$ cat config.mk
export PLATFORM = sky130hd
export DESIGN_NAME = cmd_i2c_master
export DESIGN_NICKNAME = d
export VERILOG_FILES = /design/src/rtl/cmd_i2c_master.sv
export SDC_FILE = /design/constraint.sdc
export NUM_CORES = 1
export LEC_CHECK = 0
export CAP_MARGIN = 15
export CELL_PAD_IN_SITES_DETAIL_PLACEMENT = 1
export CELL_PAD_IN_SITES_GLOBAL_PLACEMENT = 1
export CORE_MARGIN = 3
export CORE_UTILIZATION = 33
export CTS_CLUSTER_DIAMETER = 80
export DETAILED_ROUTE_END_ITERATION = 10
export DONT_BUFFER_PORTS = 1
export PLACE_DENSITY = 0.52
export SYNTH_ARGS = -nofsm -noshare
export SYNTH_HDL_FRONTEND = slang
export SYNTH_SLANG_ARGS = --single-unit
$ cat constraint.sdc
create_clock -name clk -period 7.1 [get_ports clk]
set_clock_uncertainty 0.2 [all_clocks]
set_input_delay 1.42 -clock clk [delete_from_list [all_inputs] [get_ports clk]]
set_output_delay 1.42 -clock clk [all_outputs]
set_load 0.05 [all_outputs]
$ cat src/rtl/cmd_i2c_master.sv
module cmd_i2c_master #(
  parameter int DEPTH    = 8,
  parameter int REVISION = 6
) (
  input  logic        clk,
  input  logic        rst_n,
  input  logic        bus_wr,
  input  logic        bus_rd,
  input  logic [7:0]  bus_addr,
  input  logic [31:0] bus_wdata,
  output logic [31:0] bus_rdata,
  output logic        scl_drive_low,
  output logic        sda_drive_low,
  input  logic        scl_in,
  input  logic        sda_in
);
  localparam int PW = $clog2(DEPTH);
  localparam int CW = PW + 1;
  localparam logic [CW-1:0] FULL = CW'(DEPTH);
  localparam logic [7:0] A_TX = 8'h00, A_RX = 8'h04, A_ST = 8'h14, A_CTL = 8'h1C, A_REV = 8'h28;

  typedef enum logic [2:0] {S_IDLE, S_HOLD, S_START, S_BYTE, S_STOP} state_t;

  state_t      state;
  logic [3:0]  ph, bitn;
  logic [7:0]  dcnt, div, sh, left;
  logic        en, sda_q, rd_mode, stop_f, skip, got_nak;
  logic        st_ovf, st_nak, st_done;

  logic [10:0] txm [DEPTH];
  logic [PW-1:0] tx_wp, tx_rp;
  logic [CW-1:0] tx_n;
  logic [7:0]  rxm [DEPTH];
  logic [PW-1:0] rx_wp, rx_rp;
  logic [CW-1:0] rx_n;

  wire ctl_wr   = bus_wr && bus_addr == A_CTL;
  wire tx_wr    = bus_wr && bus_addr == A_TX;
  wire st_wr    = bus_wr && bus_addr == A_ST;
  wire tx_flush = ctl_wr && bus_wdata[9];
  wire rx_flush = ctl_wr && bus_wdata[10];
  wire tx_push  = tx_wr && tx_n != FULL;
  wire rx_pop   = bus_rd && bus_addr == A_RX && rx_n != '0;

  wire [10:0] head  = txm[tx_rp];
  wire fetch_ok     = en && tx_n != '0 && (state == S_IDLE || state == S_HOLD);
  wire tx_pop       = fetch_ok;
  wire active       = state == S_START || state == S_BYTE || state == S_STOP;
  wire stretch      = ph[3] && !scl_in;
  wire [7:0] dmax   = (div == 8'd0) ? 8'd0 : div - 8'd1;
  wire tick         = active && !stretch && dcnt == dmax;
  wire slot_end     = tick && ph == 4'd15;
  wire byte_end     = slot_end && state == S_BYTE && bitn == 4'd8;
  wire rx_push      = byte_end && rd_mode && rx_n != FULL;
  wire nak_set      = byte_end && !rd_mode && got_nak;
  wire done_set     = slot_end && state == S_STOP;

  logic unused_wdata;
  assign unused_wdata = ^{bus_wdata[31:28], bus_wdata[26:22], bus_wdata[20:12]};

  assign scl_drive_low = state == S_HOLD || (active && !ph[3]);
  assign sda_drive_low = sda_q;

  always_comb begin
    bus_rdata = '0;
    case (bus_addr)
      A_RX:  bus_rdata = {23'd0, rx_n == '0, rx_n == '0 ? 8'h00 : rxm[rx_rp]};
      A_ST:  begin
        bus_rdata[0]  = st_ovf;
        bus_rdata[21] = st_nak;
        bus_rdata[27] = st_done;
        bus_rdata[28] = state != S_IDLE;
      end
      A_CTL: bus_rdata = {20'd0, en, 3'd0, div};
      A_REV: bus_rdata = 32'(REVISION);
      default: bus_rdata = '0;
    endcase
  end

  always_ff @(posedge clk or negedge rst_n)
    if (!rst_n) begin
      tx_wp <= '0; tx_rp <= '0; tx_n <= '0;
    end else if (tx_flush) begin
      tx_wp <= '0; tx_rp <= '0; tx_n <= '0;
    end else begin
      if (tx_push) begin
        txm[tx_wp] <= bus_wdata[10:0];
        tx_wp <= tx_wp + 1'b1;
      end
      if (tx_pop) tx_rp <= tx_rp + 1'b1;
      tx_n <= tx_n + CW'(tx_push) - CW'(tx_pop);
    end

  always_ff @(posedge clk or negedge rst_n)
    if (!rst_n) begin
      rx_wp <= '0; rx_rp <= '0; rx_n <= '0;
    end else if (rx_flush) begin
      rx_wp <= '0; rx_rp <= '0; rx_n <= '0;
    end else begin
      if (rx_push) begin
        rxm[rx_wp] <= sh;
        rx_wp <= rx_wp + 1'b1;
      end
      if (rx_pop) rx_rp <= rx_rp + 1'b1;
      rx_n <= rx_n + CW'(rx_push) - CW'(rx_pop);
    end

  always_ff @(posedge clk or negedge rst_n)
    if (!rst_n) begin
      en <= 1'b0; div <= '0;
      st_ovf <= 1'b0; st_nak <= 1'b0; st_done <= 1'b0;
    end else begin
      if (ctl_wr) begin
        en  <= bus_wdata[11];
        div <= bus_wdata[7:0];
      end
      st_ovf  <= (tx_wr && tx_n == FULL) || (st_ovf  && !(st_wr && bus_wdata[0]));
      st_nak  <= nak_set  || (st_nak  && !(st_wr && bus_wdata[21]));
      st_done <= done_set || (st_done && !(st_wr && bus_wdata[27]));
    end

  always_ff @(posedge clk or negedge rst_n)
    if (!rst_n) begin
      state <= S_IDLE; ph <= '0; dcnt <= '0; bitn <= '0; sh <= '0; left <= '0;
      sda_q <= 1'b0; rd_mode <= 1'b0; stop_f <= 1'b0; skip <= 1'b0; got_nak <= 1'b0;
    end else begin
      if (!en) begin
        state <= S_IDLE; sda_q <= 1'b0; ph <= '0; dcnt <= '0;
      end else if (fetch_ok) begin
        if (skip) begin
          if (head[9]) skip <= 1'b0;
        end else begin
          stop_f <= head[9]; rd_mode <= head[10];
          ph <= '0; dcnt <= '0; bitn <= '0;
          if (head[10]) begin
            left <= head[7:0];
            if (head[7:0] != 8'd0) state <= S_BYTE;
            else if (head[9]) state <= S_STOP;
          end else begin
            sh <= head[7:0];
            state <= head[8] ? S_START : S_BYTE;
          end
        end
      end else if (active) begin
        dcnt <= tick ? 8'd0 : (stretch ? dcnt : dcnt + 8'd1);
        if (tick) begin
          ph <= ph + 4'd1;
          case (state)
            S_START: begin
              if (ph == 4'd1) sda_q <= 1'b0;
              if (ph == 4'd11) sda_q <= 1'b1;
              if (ph == 4'd15) begin state <= S_BYTE; bitn <= '0; end
            end
            S_STOP: begin
              if (ph == 4'd1) sda_q <= 1'b1;
              if (ph == 4'd11) sda_q <= 1'b0;
              if (ph == 4'd15) state <= S_IDLE;
            end
            default: begin
              if (ph == 4'd1)
                sda_q <= rd_mode ? (bitn == 4'd8 && left != 8'd1) : (bitn != 4'd8 && !sh[7]);
              if (ph == 4'd11) begin
                if (rd_mode && bitn != 4'd8) sh <= {sh[6:0], sda_in};
                if (!rd_mode && bitn == 4'd8) got_nak <= sda_in;
              end
              if (ph == 4'd15) begin
                if (bitn != 4'd8) begin
                  bitn <= bitn + 4'd1;
                  if (!rd_mode) sh <= {sh[6:0], 1'b0};
                end else begin
                  bitn <= '0;
                  if (rd_mode) begin
                    left <= left - 8'd1;
                    if (left == 8'd1) state <= stop_f ? S_STOP : S_HOLD;
                  end else if (got_nak) begin
                    state <= S_STOP;
                    skip  <= !stop_f;
                  end else begin
                    state <= stop_f ? S_STOP : S_HOLD;
                  end
                end
              end
            end
          endcase
        end
      end
      if (tx_flush) skip <= 1'b0;
    end

  assert_sda_steady_scl_high_R2: assert property (@(posedge clk) disable iff (!rst_n)
    (state == S_BYTE && $past(state) == S_BYTE && ph[3] && $past(ph[3])) |-> $stable(sda_q));

  assert_done_after_stop_R7: assert property (@(posedge clk) disable iff (!rst_n)
    $rose(st_done) |-> $past(state) == S_STOP);

  assert_rx_pop_empty_R6: assert property (@(posedge clk) disable iff (!rst_n)
    (bus_rd && bus_addr == A_RX && rx_n == '0 && !rx_push && !rx_flush) |=> ($stable(rx_rp) && rx_n == '0));

  assert_no_overflow_R10: assert property (@(posedge clk) disable iff (!rst_n)
    (tx_wr && tx_n == FULL && !tx_pop) |=> (tx_n == FULL && st_ovf));

  assert_disabled_released_R12: assert property (@(posedge clk) disable iff (!rst_n)
    !en |=> (!scl_drive_low && !sda_drive_low));
endmodule

# [After elaboration in Yosys (flattened, before gate mapping)]
# Memory sizes are Yosys's and may differ from the RTL's.
# Cells that the tools add are included.
[classes] add_sub_neg=13 eq_ne=42 n_mux=101 bitwise=3 n_reduce_logical=83
[op_table] op="$mux 8" n=28
[op_table] op="$mux 3" n=24
[op_table] op="$mux 4" n=13
[op_table] op="$logic_and 1x1->1" n=35
[op_table] op="$pmux 11 s3" n=1
[op_table] op="$mux 1" n=30
[op_table] op="$reduce_and 6->1" n=3
[op_table] op="$reduce_bool 2->1" n=9
[op_table] op="$eq 4x4->1 const B" n=4
[op_table] op="$eq 8x5->1 const B" n=2
[op_table] op="$logic_not 8->1" n=2
[op_table] op="$sub 8x1->8 const B" n=2
[op_table] op="$ne 3x1->1 const B" n=5
[op_table] op="$reduce_bool 3->1" n=5
[op_table] op="$reduce_and 7->1" n=2
[op_table] op="$add 3x1->3 const B" n=4
[op_table] op="$ne 2x2->1 const B" n=6
[op_table] op="$ne 4x4->1 const B" n=3
[op_table] op="$logic_not 1->1" n=9
[op_table] op="$reduce_and 3->1" n=3
[op_table] op="$reduce_and 9->1" n=1
[op_table] op="$add 4x1->4" n=2
[op_table] op="$add 4x1->4 const B" n=2
[op_table] op="$add 8x1->8 const B" n=1
[op_table] op="other kinds (31)" n=46
[totals] ff_bits=72 mem_bits_rw=152 in_bits=46 out_inout_bits=34 word_cells=266 memories=2
[mem_list] memory="txm" depth=8 width=11 read_ports=1 rd_ports_with_merged_regs=0 write_ports=1 line="30" source="logic [10:0] txm [DEPTH];"
[mem_list] memory="rxm" depth=8 width=8 read_ports=1 rd_ports_with_merged_regs=0 write_ports=1 line="33" source="logic [7:0] rxm [DEPTH];"

# [Logic depth before layout (Yosys ltp)]
[logic_depth] depth_word=14 ltp_mapped=17

# [Least setup slack after synthesis]
# OpenSTA, ideal clock, no wires.
[synth_path] path_type="input to output" from="input bus_addr[3]" to="output bus_rdata[0]" t_arrival_ns=3.314 slack_ns=2.166 stages=4 path_buffers=0 path_cell_list="nor4_1 -> nand4b_1 -> nand2b_1 -> o21ai_0"
[synth_between] elab_chain_len=2 elab_cells_between_ends=4 classes_between="eq/ne (3); mux (1)"
[synth_lines] element="from (decl)" line="9" source="input logic [7:0] bus_addr,"
[synth_lines] element="$eq 8x5->1 / $eq 8x3->1 (equally long branches)" line="66" source="case (bus_addr)"
[synth_lines] element="$pmux 1 s3 *" line="66"
[synth_lines] element="to (decl)" line="11" source="output logic [31:0] bus_rdata,"
# Mark *: on every way between the ends. The rest lies on a longest branch, timed or not.

# [Worst setup path in the final report]
[layout_path] from="input bus_addr[3]" to="output bus_rdata[3]"
[layout_between] elab_chain_len=2 elab_cells_between_ends=4 classes_between="eq/ne (3); mux (1)"
[layout_lines] element="$eq 8x6->1 (tied with other cells)" line="66"
[layout_lines] element="$pmux 11 s3 *" line="66"
# Marks and branches as above.

==> summary.md <==
| Metric | Value |
|---|---|
| Yosys warnings | `0` |
| Drt via density | `around 5.3` |
| Rows | `65` |
| Crit start category | `input pin` |
| Port bufs | `0` |
| Status | `complete, no violations` |
| IO Count | `80` |
| Syn_area_per_cell | `12.99 um2` |
| Placed Area | `0.01137 mm2` |
| CP Data Arrival Time | `3.64 ns` |
| Post-synth EDFFs | `152` |
| Final period utilization | `0.7411` |
| Main synth FF type | `edfxtp_1` |
| Routability Congestion | `0.8135` |
| Nets | `921` |
| Commonest non-fill, non-tap cell in the layout | `edfxtp_1` |
| Crit end category | `output pin` |
| Final hold vios | `0` |
| R2R cell count | `14` |
| Mapped cell area | `between 0.01 and 0.015 mm2` |
| Reg clk slew, reported paths | `roughly 0.060 ns` |
| Register area share after synthesis | `0.5828` |
| Worst hold path cell count | `2` |
| CTS Sinks | `224` |
| GRT Total Usage | `0.1634` |
| Headroom to the max-slew limit | `0.2835` |
| Final min period | `5.262 ns` |
| HP Class | `register to register` |
| Total number of vias | `6916` |
| Most frequent cells in the layout | `edfxtp_1, dfrtp_1, nor2_1, nand2_1, inv_1` |
| DR DRC count | `0` |
| Slew of the pin with the lowest slew margin | `1.068 ns` |
| Unrepaired setup endpoints after global routing | `no` |
| Wire per inst | `22.12 um` |
| Max-slew violation count | `0` |
| Crit-path max FO | `8` |
| Resized cells post-CTS | `0` |
| Count of different cell masters after synthesis | `81` |
| Power per standard cell area | `~280 mW/mm2` |
| Vias in the first global route | `between 7k and 8k` |
| Core Area | `0.03212 mm2` |
| HPWL after detailed placement | `20.48 mm` |
| Clock latency on the worst-skew pair | `between 0.5 and 0.6 ns` |
| Max Cap Violations | `0` |
| Mapped Cells | `841` |
| Largest net degree at the start of global routing | `78` |
| CP Class | `input pin to output pin` |
| TritonCTS buffer count | `27` |
| Root buffer cell | `clkbuf_16` |
| VDD IR-drop max | `160.9 uV` |
| First-pass GRT wire length | `~45 mm` |
| Setup Viol. Count Final | `0` |
| Initial core utilization | `0.3401` |
| Worst Path Required | `5.48 ns` |
| Die height | `187.9 um` |
| Area Overhead vs Synth | `12.50%` |
| LEAKAGE | `~0.0044 uW` |
| Finished Cell Area | `0.01229 mm2` |
| Max Fclk | `190.1 MHz` |
| CTS tree | `done` |
| Synth async-reset ratio | `0.3214` |
| # hold bufs at CTS | `0` |
| Final setup TNS | `0 ns` |
| Detail Route Antenna Nets | `0` |
| Clock Path Buffers | `3` |
| Initial DRC Count | `489` |
| Htree depth | `1` |
| Initial antenna violation count | `0` |
| Postcts setup bufs | `0` |
| Die area | `0.03532 mm2` |
| Register bit total from synthesis | `between 200 and 250` |
| Drt pass-1 iters | `7` |
| WL final | `28.94 mm` |
| Chip Width | `187.9 um` |
| GR Overflow Total | `0` |
| Fraction of layout cells with a size suffix above 1 | `0.1529` |
==> layout make-up <==
cell class / count / area (um2)
multi-input combinational: 536 / 4174
tap: 435 / 544.3
sequential: 224 / 6366
fill: 3368 / 19840
timing repair buffer: 19 / 150.1
clock inverter: 17 / 195.2
clock buffer: 33 / 698.2
inverter: 41 / 153.9
antenna: 3 / 7.507
==> cell usage after synthesis (all sizes together), types with 6 or more instances <==
master,n,area [um2]
nand2,51,191.4
nor2b,7,43.79
o2bb2ai,7,61.31
o22ai,8,50.05
a21oi,38,201.5
clkbuf,22,82.58
inv,41,153.9
edfxtp,152,4564
mux2i,33,330.3
mux2,15,168.9
o21ai,31,155.1
xnor2,12,105.1
nor2,69,259.0
and3,6,37.54
and2,10,62.56
ha,24,300.3
mux4,34,765.7
nor4,8,56.30
a211oi,9,67.56
buf,36,232.7
xor2,14,122.6
nand4,11,68.82
nand3,24,120.1
dfrtp,72,1802
nor3,21,126.4
==> power breakdown <==
group	switching, uW	total [uW]	internal (uW)	leakage [uW]
registers	63.2	1490	1430	0.00215
logic	348	622	274	0.00177
clock network	540	1390	846	0.000433
==> critical path, cell delays in order <==
cell	delay, ns
nor4_1	0.40
nand4b_1	0.48
nand2b_1	0.47
o21ai_1	0.86
==> worst paths after layout <==
path	slack, ns	to	start
max in group asynchronous	6.18	bitn[0]	rst_n
min reg2reg	0.26	st_nak	st_nak
max reg2reg	2.82	rx_n[1]	div[0]
min in group asynchronous	0.38	ph[3]	rst_n
min	0.26	st_nak	st_nak
max	1.84	bus_rdata[3]	bus_addr[3]
==> layer usage <==
metal | global-route usage | routed length, um
met5 | 0 | 0
met3 | 0.02505 | 1161
met2 | 0.2784 | 14190
met4 | 0.04098 | 604
met1 | 0.2193 | 12980
==> state kept, by name, indices dropped and copies added (netlist names), 4 cells and up <==
signal,cells
rx_n,4
left,8
sh,8
ph,4
tx_n,4
bitn,4
dcnt,8
div,8
rxm,64
txm,88
==> stage by stage <==
stage	hold WS [ns]	cells	power, uW	setup WS (ns)	utilization
3_3_place_gp	0.2453	1254	2123	1.969	0.3540
4_1_cts	0.2639	1304	3562	1.845	0.3819
3_5_place_dp	0.2516	1254	2154	1.849	0.3540
2_1_floorplan	0.2296	859	1993	2.166	-
6_report	0.2587	1308	3501	1.838	0.3826
5_1_grt	0.2882	1305	3677	1.652	0.3823
==> kinds of logic (layout without fill, tap and decap cells) <==
kind of cell | after synthesis | after routing | synth area share
simple gates | 240 | 240 | 0.1144
compound gates | 142 | 142 | 0.08968
other cells | 1 | 22 | 0.0003433
flops | 224 | 224 | 0.5828
xor+xnor | 27 | 27 | 0.02291
buf+inv | 99 | 110 | 0.04295
mux | 82 | 82 | 0.1158
fa+ha+maj | 26 | 26 | 0.03115
Note: power is estimated with default switching activity, not from simulation.
